**config.mk**
```make
export PLATFORM = sky130hd
export DESIGN_NAME = interval_timer
export DESIGN_NICKNAME = d
export VERILOG_FILES = /design/src/rtl/it_pkg.sv /design/src/rtl/it_ctrl.sv /design/src/rtl/it_count.sv /design/src/rtl/it_irq.sv /design/src/rtl/interval_timer.sv
export SDC_FILE = /design/constraint.sdc
export NUM_CORES = 1
export LEC_CHECK = 0
export CAP_MARGIN = 20
export CORE_ASPECT_RATIO = 0.6
export CORE_MARGIN = 2
export CORE_UTILIZATION = 40
export CTS_CLUSTER_SIZE = 16
export DETAILED_ROUTE_END_ITERATION = 6
export DONT_BUFFER_PORTS = 1
export HOLD_SLACK_MARGIN = 0.05
export PLACE_DENSITY_LB_ADDON = 0.12
export SLEW_MARGIN = 20
export SYNTH_ARGS = -nofsm -noshare
export SYNTH_HDL_FRONTEND = slang
export SYNTH_SLANG_ARGS = --single-unit
```
**constraint.sdc**
```tcl
create_clock -name clk_i -period 5.4 [get_ports clk_i]
set_clock_uncertainty 0.15 [all_clocks]
set_input_delay 1.08 -clock clk_i [delete_from_list [all_inputs] [get_ports clk_i]]
set_output_delay 1.08 -clock clk_i [all_outputs]
set_load 0.02 [all_outputs]
```
**src/rtl/it_pkg.sv**
```systemverilog
package it_pkg;
  typedef enum logic [1:0] {
    ST_IDLE  = 2'd0,
    ST_ARMED = 2'd1,
    ST_RUN   = 2'd2
  } it_state_e;
endpackage

```
**src/rtl/it_ctrl.sv**
```systemverilog
module it_ctrl
  import it_pkg::*;
(
  input  logic      clk_i,
  input  logic      rst_ni,
  input  logic      tick_i,
  input  logic      start_i,
  input  logic      stop_i,
  output it_state_e state_o,
  output logic      trig_o,
  output logic      step_o
);
  it_state_e state_q;
  logic      quiet;

  // a cycle carrying a start or stop strobe never counts
  assign quiet   = tick_i & ~start_i & ~stop_i;
  assign trig_o  = quiet & (state_q == ST_ARMED);
  assign step_o  = quiet & (state_q == ST_RUN);
  assign state_o = state_q;

  always_ff @(posedge clk_i or negedge rst_ni) begin
    if (!rst_ni)      state_q <= ST_IDLE;
    else if (stop_i)  state_q <= ST_IDLE;
    else if (start_i) state_q <= ST_ARMED;
    else if (trig_o)  state_q <= ST_RUN;
  end
endmodule

```
**src/rtl/it_count.sv**
```systemverilog
module it_count #(
  parameter int WIDTH = 16
) (
  input  logic             clk_i,
  input  logic             rst_ni,
  input  logic             trig_i,
  input  logic             step_i,
  input  logic [WIDTH-1:0] reload_i,
  output logic [WIDTH-1:0] count_o,
  output logic             tc_o
);
  logic [WIDTH-1:0] cnt_q;

  assign tc_o    = step_i & (cnt_q == '0);
  assign count_o = cnt_q;

  always_ff @(posedge clk_i or negedge rst_ni) begin
    if (!rst_ni)              cnt_q <= '1;
    else if (trig_i || tc_o)  cnt_q <= reload_i;
    else if (step_i)          cnt_q <= cnt_q - 1'b1;
  end
endmodule

```
**src/rtl/it_irq.sv**
```systemverilog
module it_irq (
  input  logic clk_i,
  input  logic rst_ni,
  input  logic trig_i,
  input  logic tc_i,
  input  logic start_irq_i,
  output logic irq_o
);
  always_ff @(posedge clk_i or negedge rst_ni) begin
    if (!rst_ni) irq_o <= 1'b0;
    else         irq_o <= (trig_i & start_irq_i) | tc_i;
  end
endmodule

```
**src/rtl/interval_timer.sv**
```systemverilog
module interval_timer
  import it_pkg::*;
#(
  parameter int WIDTH = 16
) (
  input  logic             clk_i,
  input  logic             rst_ni,
  input  logic             tick_i,
  input  logic             start_i,
  input  logic             stop_i,
  input  logic             start_irq_i,
  input  logic [WIDTH-1:0] reload_i,
  output logic [WIDTH-1:0] count_o,
  output logic             en_o,
  output logic             irq_o
);
  it_state_e state;
  logic      trig;
  logic      step;
  logic      tc;

  it_ctrl i_ctrl (
    .clk_i   (clk_i),
    .rst_ni  (rst_ni),
    .tick_i  (tick_i),
    .start_i (start_i),
    .stop_i  (stop_i),
    .state_o (state),
    .trig_o  (trig),
    .step_o  (step)
  );

  it_count #(.WIDTH(WIDTH)) i_count (
    .clk_i    (clk_i),
    .rst_ni   (rst_ni),
    .trig_i   (trig),
    .step_i   (step),
    .reload_i (reload_i),
    .count_o  (count_o),
    .tc_o     (tc)
  );

  it_irq i_irq (
    .clk_i       (clk_i),
    .rst_ni      (rst_ni),
    .trig_i      (trig),
    .tc_i        (tc),
    .start_irq_i (start_irq_i),
    .irq_o       (irq_o)
  );

  assign en_o = (state != ST_IDLE);
endmodule

```
# Yosys cells after proc, flatten, opt, wreduce, memory -nomap -nowiden
# Index checks and enable logic that the tools add are counted.
# word_totals
register_bits	19
inputBits	22
out_inout_bits	18
wordCells	25
# op_classes
addsub	1
n_eq_ne	2
n_mux	5
bitwise_logic	9
reduce_logical	5
# op_table
operator	count
2-to-1 mux 16 bit	2
logical NOT 16 bit	1
subtractor 16 x 1 -> 16 bit (second input constant)	1
AND 1 bit	6
2-to-1 mux 2 bit	3
nonzero test 2 bit	2
nonzero test 3 bit	1
== test 2 x 1 -> 1 bit (second input constant)	1
== test 2 bit (second input constant)	1
inverter 1 bit	2
logical OR 1 bit	1
bitwise OR 1 bit	1

# Logic depth before layout (Yosys ltp)
# Gate-level depths: netlist (run 1).
# depth
word_depth	7
ltp_mapped	7
mapped_depth_nobuf	6

# Modules after synthesis
# Synthesis (run 1) repeated with hierarchy kept, for this count alone.
# hier_totals
cells_unflattened	97
hier_area_um2	1161.1
# by_module_without_submodules
module	instances	cells_each	area_each_um2	seq_area_each_um2
it_count	1	83	1026.0	420.4
it_ctrl	1	11	96.3	50.0
it_irq	1	2	32.5	25.0
interval_timer	1	1	6.3	0.0

# Worst setup path before layout (run 1)
# OpenSTA, ideal clock, no wires.
# synth_path
path_type	in2reg
start	in start_i
end	reg i_count.cnt_q[15], in the netlist i_count.count_o[15]
setup_ns	0.079
arrival_time_ns	2.811
required_ns	5.171
path_slack_ns	2.360
path_stages	6
n_path_buf	2
path_cell_list	or3b_1 -> buf_2 -> or4_1 -> clkbuf_2 -> or4b_1 -> o211a_1
# synth_between
elab_chain_cells	7
elab_cells_between_ends	9
classes_between	mux: 1; bitwise: 6; reduce/logical: 2
# synth_rtl
item	line	text
start: declaration	interval_timer.sv:9	input logic start_i,
inverter 1 bit (*)	it_ctrl.sv:17	assign quiet = tick_i & ~start_i & ~stop_i;
AND 1 bit (*) (2 in a row)	it_ctrl.sv:17	
AND 1 bit	it_ctrl.sv:19	assign step_o = quiet & (state_q == ST_RUN);
AND 1 bit	it_count.sv:14	assign tc_o = step_i & (cnt_q == '0);
logical OR 1 bit	it_count.sv:19	else if (trig_i || tc_o) cnt_q <= reload_i;
2-to-1 mux 16 bit / nonzero test 2 bit (equally long branches)	-	
end signal: assignment	it_count.sv:19	
end signal: assignment	it_count.sv:20	else if (step_i) cnt_q <= cnt_q - 1'b1;
end: declaration	it_count.sv:12	logic [WIDTH-1:0] cnt_q;
# Every way passes the cells marked *; elsewhere a longest branch is shown, timed or not.
# A chain may end at the register's enable or synchronous reset.

# Worst setup path after layout (run 1)
# layout_path
start	in start_i
end	reg i_count.cnt_q[5], in the netlist i_count.count_o[5]
# The elaborated chain is that of the path after synthesis.

==> flow_metrics.env, run 1 <==
export IMPL_cts_hold_buf=0
export IMPL_crit_type="in -> reg"
export IMPL_grt_usage_pct=16.7
export IMPL_crit_arrival_ns=3.13
export IMPL_drcViolationCount=0
export IMPL_finalNonFillerCells=153
export IMPL_slew_violations=0
export IMPL_dp_cells=149
export IMPL_yosysUniqueCellTypes=41
export IMPL_fin_nets=135
export IMPL_cts_root_buf="clkbuf_8"
export IMPL_power_per_cell_area_nw_per_um2=347
export IMPL_clock_sinks=19
export IMPL_ys_ff_latch=19
export IMPL_cts_made_buffers=3
export IMPL_yosys_warnings=0
export IMPL_viasPerCell=5.66
export IMPL_cp_max_fo=14
export IMPL_swShare_pct=35.0
export IMPL_avgSynthCellArea_um2=10.9
export IMPL_finalSetupTns_ns=0
export IMPL_first_pass_iters=4
export IMPL_place_gp_congestion=0.709
export IMPL_wirelength_mm=2.67
export IMPL_power_share_clock_pct=22.5
export IMPL_initial_core_util_pct=42.0
export IMPL_die_area_um2=3460
export IMPL_p_switching_uw=156
export IMPL_die_height_um=46.4
export IMPL_grt_start_max_net_pins=20
export IMPL_avgRoutedWirePerCell_um=17.5
export IMPL_syn_num_nets=133
export IMPL_post_cts_buffers=0
export IMPL_die_w_um=74.6
export IMPL_io_pin_count=40
export IMPL_synth_edf_count=0
export IMPL_relSlewSlack_pct=59.2
export IMPL_synthSimpleGateAreaFrac_pct=25.1
export IMPL_synth_top_area_share_pct=35.1
export IMPL_clk_latency_ns=0.26
export IMPL_peakVddDrop_v=0.000196
export IMPL_synthArstFlopShare_pct=100
export IMPL_synth_area_mux_share_pct=12.7
export IMPL_ys_seq_area_share_pct=41.4
export IMPL_diodes=0
export IMPL_antenna_found_initial=0
export IMPL_reg2reg_from="i_count.count_o[11]"
export IMPL_grt_pass1_vias=869
export IMPL_p_int_uw=290
export IMPL_clk_path_buf_depth=2
export IMPL_drive_gt1_share_pct=30.6
export IMPL_synth_top_family_by_area="simple AND/OR/NAND/NOR gates"
export IMPL_synth_top_cell_by_area="dfstp_2"
export IMPL_yosys_most_used_dff="dfstp_2"
export IMPL_htree_levels=1
export IMPL_worstHoldPathType="in -> async"
export IMPL_num_vias=866
export IMPL_grt_first_pass_wirelength_mm=4.20
export IMPL_placement_io_buffers=0
export IMPL_finalHoldViolations=0
export IMPL_worstPathRequired_ns=5.44
export IMPL_cts_resized=0
export IMPL_rsz0062_at_grt="no"
export IMPL_cap_violations=0
export IMPL_nFillCells=290
export IMPL_rrSetupSlack_ns=2.70
export IMPL_synth_compound_area_share_pct=11.0
export IMPL_rows=15
export IMPL_core_um2=2850
export IMPL_synth_cells=110
export IMPL_seqPwrFrac_pct=59.8
export IMPL_setup_viol=0
export IMPL_reg2regPathDepth=5
export IMPL_clock_fmax_mhz=323
export IMPL_post_route_min_period_ns=3.09
export IMPL_pwr_share_comb_pct=17.7
export IMPL_final_util_pct=45.0
export IMPL_synthesis_area_um2=1200
export IMPL_drt_iter0_drc=20
export IMPL_register_area_um2=495
export IMPL_tritoncts="done"
export IMPL_synth_xor_area_share_pct=6.58
export IMPL_multi_input_area_um2=676
export IMPL_fin_crit_sh_pct=57.3
export IMPL_status="finished clean"
export IMPL_synth_area_leaders="dfstp_2 35%, mux2_2 8.5%, dfrtp_1 6.3%"
export IMPL_p_leak_nw=0.493
export IMPL_critPathLaunchType="input port"
export IMPL_syn2layout_area_growth_pct=7.21
export IMPL_overflow=0
export IMPL_worst_slew_pin_slew_ns=0.611
export IMPL_critPathCaptureType="register"
export IMPL_hpwl_mm=2.04
export IMPL_rr_endpoint="i_count.count_o[5]"
export IMPL_clkSlewWorstSetupHoldPaths_ns=0.07
export IMPL_synth_fa_ha_area_share_pct=1.04
export IMPL_ant_nets=0
-- how the worst max path moves through the flow --
stage / slack (ns) / end / depth (start not counted) / from
final: 2.31 / i_count.count_o[5] / 5 / start_i
after detailed placement: 2.03 / i_count.count_o[5] / 5 / start_i
after global routing: 2.14 / i_count.count_o[5] / 5 / start_i
after global placement: 2.13 / i_count.count_o[5] / 5 / start_i
after CTS: 2.31 / i_count.count_o[5] / 5 / start_i
after floorplan: 2.36 / i_count.count_o[15] / 6 / start_i
-- layer usage --
metal	GRT usage (%)	vias to the layer above	wire, um
li1	-	422	-
met1	23.4	406	1330
met2	23.5	32	1080
met3	7.44	6	234
met4	4.29	0	27
met5	0	-	0
-- sequential cells by signal, summed over array words and instances (netlist names) --
signal,cells
i_count.count_o,16
i_irq.irq_o,1
i_ctrl.state_o,2
-- area by class of cell --
class,count,share of cell area (%)
multi-input cells,85,52.6
repair buffers,1,0.585
flip-flops and latches,19,38.6
inverters,2,0.585
well taps,42,4.09
clock buffers,4,3.51
-- critical path: stages --
cell     delay, ns
or3b_1        0.59
nor4_4        0.59
a21oi_1       0.31
buf_4         0.27
mux2_2        0.28
-- layout by cell type, fill, tap and decap left out, types with 3 or more instances in the layout --
master,instances
dfstp_2,16
mux2_2,9
or4_1,7
xor2_1,7
nor3_1,6
nor4_1,5
nor2_1,5
or3_1,4
a21oi_1,4
mux2i_1,4
a2bb2oi_1,4
clkbuf_8,3
dfrtp_1,3
-- through the flow --
stage	hold WS (ns)	total power [mW]	area (um2)	worst slack [ns]
final	0.358	0.445	1280	2.31
after global routing	0.342	0.470	1280	2.14
after CTS	0.353	0.450	1280	2.31
after detailed placement	0.480	0.348	1240	2.03
after global placement	0.481	0.344	1240	2.13
after floorplan	0.419	0.325	1200	2.36
-- synthesized netlist by cell type (2+ instances only) --
cell type  instances
nor4_1             5
nand2_1            2
nor2_1             5
or3_1              4
nor3_1             6
xor2_1             7
dfrtp_1            3
a21oi_1            4
nand2b_1           2
mux2_2             9
a2bb2oi_1          4
dfstp_2           16
nor3b_1            2
buf_2              2
inv_1              2
or4_1              7
xnor2_1            2
o211a_1            2
mux2i_1            4
-- kinds of logic after synthesis --
family	Yosys count
AO/OA/AOI/OAI	17
XOR/XNOR	9
adder cells (fa/ha/maj)	1
buffers and inverters	6
flip-flops	19
multiplexers	14
AND/OR/NAND/NOR	44
-- power groups by stage --
stage | Sequential, mW | Clock [mW] | Combinational (mW)
floorplan | 0.256 | 0 | 0.0689
CTS | 0.267 | 0.103 | 0.0802
global route | 0.272 | 0.110 | 0.0880
detailed placement | 0.269 | 0 | 0.0791
global placement | 0.267 | 0 | 0.0762
finish | 0.266 | 0.100 | 0.0788
No activity file was read; power rests on OpenSTA's default activity.
==> run 2, diff against run 1 <==
==> constraint.sdc (replaced) <==
create_clock -name clk_i -period 3 [get_ports clk_i]
set_clock_uncertainty 0.15 [all_clocks]
set_input_delay 0.6 -clock clk_i [delete_from_list [all_inputs] [get_ports clk_i]]
set_output_delay 0.6 -clock clk_i [all_outputs]
set_load 0.02 [all_outputs]
==> flow_metrics.env, run 2 (synthesized netlist as in run 1, its figures left out) <==
export IMPL_cap_violations=0
export IMPL_rsz0062_at_grt="no"
export IMPL_post_cts_buffers=0
export IMPL_cts_made_buffers=3
export IMPL_first_pass_iters=4
export IMPL_crit_slowest_cell="dfstp_2"
export IMPL_drive_gt1_share_pct=32.8
export IMPL_layout_common_cells="16 x dfstp_2, 9 x mux2_2, 7 x or4_1, 7 x xor2_1, 6 x nor3_1"
export IMPL_overflow=0
export IMPL_cts_root_buf="clkbuf_8"
export IMPL_relSlewSlack_pct=41.5
export IMPL_io_pin_count=40
export IMPL_status="finished clean"
export IMPL_avgRoutedWirePerCell_um=17.4
export IMPL_final_common_cell="dfstp_2"
export IMPL_clock_fmax_mhz=400
export IMPL_cts_resized=0
export IMPL_ant_nets=0
export IMPL_clk_latency_ns=0.25
export IMPL_cts_hold_buf=1
export IMPL_wirelength_mm=2.75
export IMPL_critical_path_buf_inv_count=2
export IMPL_post_route_min_period_ns=2.50
export IMPL_num_vias=914
export IMPL_hpwl_mm=2.09
export IMPL_grt_pass1_vias=879
export IMPL_worstHoldPathType="in -> reg"
export IMPL_placement_io_buffers=0
export IMPL_worst_slew_pin_slew_ns=0.874
export IMPL_grt_usage_pct=17.0
export IMPL_critPathLaunchType="register"
export IMPL_grt_first_pass_wirelength_mm=4.26
export IMPL_initial_core_util_pct=42.0
export IMPL_worstPathRequired_ns=3.03
export IMPL_power_total_uw=810
export IMPL_finalHoldViolations=0
export IMPL_die_height_um=46.4
export IMPL_power_per_cell_area_nw_per_um2=612
export IMPL_path_cells="inv_1 -> ha_1 -> nand3b_1 -> nor4_4 -> a21oi_1 -> buf_4 -> mux2_2"
export IMPL_critPathCaptureType="register"
export IMPL_die_area_um2=3460
export IMPL_drcViolationCount=0
export IMPL_fin_nets=140
export IMPL_crit_arrival_ns=2.53
export IMPL_crit_family="flip-flops"
export IMPL_crit_type="reg -> reg"
export IMPL_syn2layout_area_growth_pct=10.6
export IMPL_fin_crit_sh_pct=83.3
export IMPL_clk_path_buf_depth=2
export IMPL_peakVddDrop_v=0.000330
export IMPL_viasPerCell=5.78
export IMPL_htree_levels=1
export IMPL_grt_start_max_net_pins=20
export IMPL_setup_viol=0
export IMPL_core_um2=2850
export IMPL_p_leak_nw=0.518
export IMPL_clock_sinks=19
export IMPL_nFillCells=284
export IMPL_drt_iter0_drc=51
export IMPL_largest_register_ffs=16
export IMPL_slowest_delay_ns=0.61
export IMPL_clkSlewWorstSetupHoldPaths_ns=0.07
export IMPL_place_gp_congestion=0.800
export IMPL_diodes=0
export IMPL_antenna_found_initial=0
export IMPL_tritoncts="done"
export IMPL_cp_max_fo=10
export IMPL_rows=15
export IMPL_slew_violations=0
export IMPL_finalSetupTns_ns=0
export IMPL_die_w_um=74.6
-- run 2: final cells by class --
| cell class | count | area, um2 | area share [%] |
|---|---|---|---|
| multi-input combinational | 85 | 676 | 51.0 |
| sequential | 19 | 495 | 37.4 |
| tap | 42 | 52.6 | 3.97 |
| timing repair buffer | 6 | 47.5 | 3.59 |
| clock buffer | 4 | 45.0 | 3.40 |
| inverter | 2 | 7.51 | 0.567 |
-- run 2: worst reg2reg max path, delay by kind of cell (launching register included) --
family,cells,cell delay (ns)
mux,1,0.35
compound gates,1,0.41
simple gates,2,0.34
buf+inv,2,0.38
fa+ha+maj,1,0.20
flops,1,0.61
-- run 2: stage by stage --
stage	hold slack (ns)	instance area (um2)	cells	worst slack, ns	utilization, %
after floorplan	0.154	1200	110	0.440	-
after global placement	0.155	1270	153	0.524	44.5
after detailed placement	0.156	1270	153	0.467	44.5
after CTS	0.243	1320	158	0.433	46.4
after global routing	0.243	1320	158	0.346	46.4
final	0.251	1320	158	0.502	46.4
-- run 2: routing by layer --
| layer | share of wire (%) | vias to the layer above | GRT usage (%) |
|---|---|---|---|
| met5 | 0 | - | 0 |
| met4 | 0.91 | 0 | 3.93 |
| met3 | 9.2 | 4 | 7.22 |
| met2 | 40 | 38 | 24.4 |
| met1 | 50 | 437 | 23.7 |
| li1 | - | 435 | - |
-- run 2: path summary, 6_finish.rpt --
| path | to | slack, ns | depth (start not counted) | start |
|---|---|---|---|---|
| setup reg to reg | i_count.count_o[10] | 0.50 | 7 | i_count.count_o[0] |
| hold / removal | i_ctrl.state_o[0] | 0.25 | 1 | stop_i |
| hold reg to reg | i_count.count_o[13] | 0.49 | 2 | i_count.count_o[13] |
| min in group asynchronous | i_ctrl.state_o[1] | 0.76 | 1 | rst_ni |
| setup / recovery | i_count.count_o[10] | 0.50 | 7 | i_count.count_o[0] |
| max in group asynchronous | i_irq.irq_o | 1.41 | 1 | rst_ni |
-- run 2: where the power goes --
group	total (mW)	switching (mW)	internal (mW)
clock network	0.180	0.0858	0.0944
registers	0.480	0.135	0.345
logic	0.150	0.0666	0.0832
==> run 3, diff against run 2 <==
--- a/config.mk
+++ b/config.mk
@@ -5,6 +5,7 @@
 export SDC_FILE = /design/constraint.sdc
 export NUM_CORES = 1
 export LEC_CHECK = 0
+export ABC_AREA = 1
 export CAP_MARGIN = 20
 export CORE_ASPECT_RATIO = 0.6
 export CORE_MARGIN = 2
==> constraint.sdc (replaced) <==
create_clock -name clk_i -period 2.35 [get_ports clk_i]
set_clock_uncertainty 0.15 [all_clocks]
set_input_delay 0.47 -clock clk_i [delete_from_list [all_inputs] [get_ports clk_i]]
set_output_delay 0.47 -clock clk_i [all_outputs]
set_load 0.02 [all_outputs]
==> flow_metrics.env, run 3 <==
export IMPL_status="finished clean"
export IMPL_drt_iter0_drc=50
export IMPL_drcViolationCount=0
export IMPL_relSlewSlack_pct=41.1
export IMPL_first_pass_iters=4
export IMPL_crit_arrival_ns=1.98
export IMPL_crit_type="reg -> reg"
export IMPL_finalNonFillerCells=255
export IMPL_synthTopCellsByCount="64 x nand2_1, 29 x nor2_1, 25 x inv_1"
export IMPL_yosys_most_used_dff="dfstp_2"
export IMPL_rows=16
export IMPL_placement_io_buffers=0
export IMPL_grt_first_pass_wirelength_mm=5.84
export IMPL_drive_gt1_share_pct=21.4
export IMPL_clkSlewWorstSetupHoldPaths_ns=0.07
export IMPL_yosysUniqueCellTypes=26
export IMPL_htree_levels=1
export IMPL_grt_pass1_vias=1251
export IMPL_worstPathRequired_ns=2.40
export IMPL_ant_nets=0
export IMPL_worstHoldPathType="in -> reg"
export IMPL_synth_area_leaders="dfstp_2 29%, nand2_1 17%, nor2_1 7.6%"
export IMPL_dp_cells=250
export IMPL_synth_top_area_share_pct=29.4
export IMPL_place_gp_congestion=0.896
export IMPL_die_area_um2=4090
export IMPL_cts_root_buf="clkbuf_8"
export IMPL_initial_core_util_pct=42.8
export IMPL_fin_nets=234
export IMPL_clock_sinks=19
export IMPL_syn2layout_area_growth_pct=4.72
export IMPL_io_pin_count=40
export IMPL_setup_viol=0
export IMPL_post_route_cell_area_um2=1500
export IMPL_grt_usage_pct=18.8
export IMPL_cts_hold_buf=1
export IMPL_post_cts_buffers=0
export IMPL_hpwl_mm=2.68
export IMPL_synth_top_cell_by_area="dfstp_2"
export IMPL_placed_area_um2=1440
export IMPL_largest_register_ffs=16
export IMPL_clock_fmax_mhz=517
export IMPL_num_vias=1279
export IMPL_ys_ff_latch=19
export IMPL_grt_start_max_net_pins=20
export IMPL_synth_edf_count=0
export IMPL_cap_violations=0
export IMPL_avgRoutedWirePerCell_um=13.9
export IMPL_syn_num_nets=232
export IMPL_finalHoldViolations=0
export IMPL_cp_max_fo=19
export IMPL_peakVddDrop_v=0.000352
export IMPL_die_w_um=81.2
export IMPL_final_common_cell="nand2_1"
export IMPL_cts_made_buffers=3
export IMPL_synthArstFlopShare_pct=100
export IMPL_viasPerCell=5.02
export IMPL_wirelength_mm=3.53
export IMPL_worst_slew_pin_slew_ns=0.881
export IMPL_clk_latency_ns=0.26
export IMPL_finalSetupTns_ns=0
export IMPL_layout_common_cells="64 x nand2_1, 29 x nor2_1, 25 x inv_1, 19 x nand3_1, 16 x dfstp_2"
export IMPL_p_leak_nw=0.665
export IMPL_rsz0062_at_grt="no"
export IMPL_core_um2=3340
export IMPL_cts_resized=0
export IMPL_diodes=0
export IMPL_avgSynthCellArea_um2=6.85
export IMPL_tritoncts="done"
export IMPL_yosys_cell_count_top_type="nand2_1"
export IMPL_ys_seq_area_share_pct=34.6
export IMPL_synthesis_area_um2=1430
export IMPL_overflow=0
export IMPL_critPathCaptureType="register"
export IMPL_critPathLaunchType="register"
export IMPL_antenna_found_initial=0
export IMPL_fin_crit_sh_pct=82.4
export IMPL_yosys_warnings=0
export IMPL_slew_violations=0
export IMPL_nFillCells=358
export IMPL_clk_path_buf_depth=2
export IMPL_synth_cells=209
export IMPL_die_height_um=50.3
export IMPL_post_route_min_period_ns=1.94
export IMPL_power_per_cell_area_nw_per_um2=848
[run 3: path summary, 6_finish.rpt]
kind | startpoint | to | slack (ns) | cells past startpoint
min | stop_i | i_ctrl.state_o[0] | 0.12 | 1
max in group asynchronous | rst_ni | i_ctrl.state_o[1] | 0.89 | 1
min reg2reg | i_ctrl.state_o[1] | i_ctrl.state_o[1] | 0.39 | 2
min in group asynchronous | rst_ni | i_ctrl.state_o[0] | 0.62 | 1
max reg2reg | i_count.count_o[1] | i_count.count_o[6] | 0.41 | 9
max | i_count.count_o[1] | i_count.count_o[6] | 0.41 | 9
[run 3: critical path, stage by stage, from the launching register on]
cell and delay, ns:
dfstp_2 0.60, inv_1 0.09, ha_1 0.22, nand2_2 0.16
nor2_4 0.07, nand3_4 0.11, nand2_8 0.12, inv_6 0.14
o21ai_0 0.10, nor2_1 0.10
[run 3: report_power, final]
group          internal [mW]  switching [mW]  total, mW
Sequential             0.464           0.204      0.669
Clock                  0.118           0.116      0.234
Combinational          0.129           0.240      0.369
Total                  0.712           0.560       1.27
[run 3: cell families (layout without fill, tap and decap cells)]
group	count (synthesis)	after routing	share of synthesized area, %
AO/OA/AOI/OAI	21	21	9.00
XOR/XNOR	1	1	0.612
adder cells (fa/ha/maj)	1	1	0.874
buffers and inverters	33	34	11.1
flip-flops	19	19	34.6
AND/OR/NAND/NOR	134	134	43.8
[run 3: cell type report]
class / count / area, um2 / share of cell area [%]
clock inverter: 1 / 5.00 / 0.334
multi-input combinational: 157 / 777 / 51.8
tap: 45 / 56.3 / 3.76
timing repair buffer: 1 / 10.0 / 0.668
clock buffer: 3 / 41.3 / 2.75
sequential: 19 / 495 / 33.1
inverter: 29 / 114 / 7.60
[run 3: per-stage QoR]
step	hold slack, ns	worst slack, ns	util (%)	power, mW
final	0.118	0.414	44.8	1.27
after floorplan	0.0244	0.564	-	0.944
after global placement	0.0255	0.466	43.2	1.02
after detailed placement	0.0257	0.422	43.2	1.03
after CTS	0.113	0.401	44.8	1.29
after global routing	0.0982	0.295	44.8	1.38
[run 3: routing by layer]
metal	GRT usage, %	up-vias	part of all wire, %
met5	0	-	0
met4	4.24	0	0.42
met3	6.12	2	9.7
met2	27.0	51	40
met1	27.4	566	50
li1	-	660	-
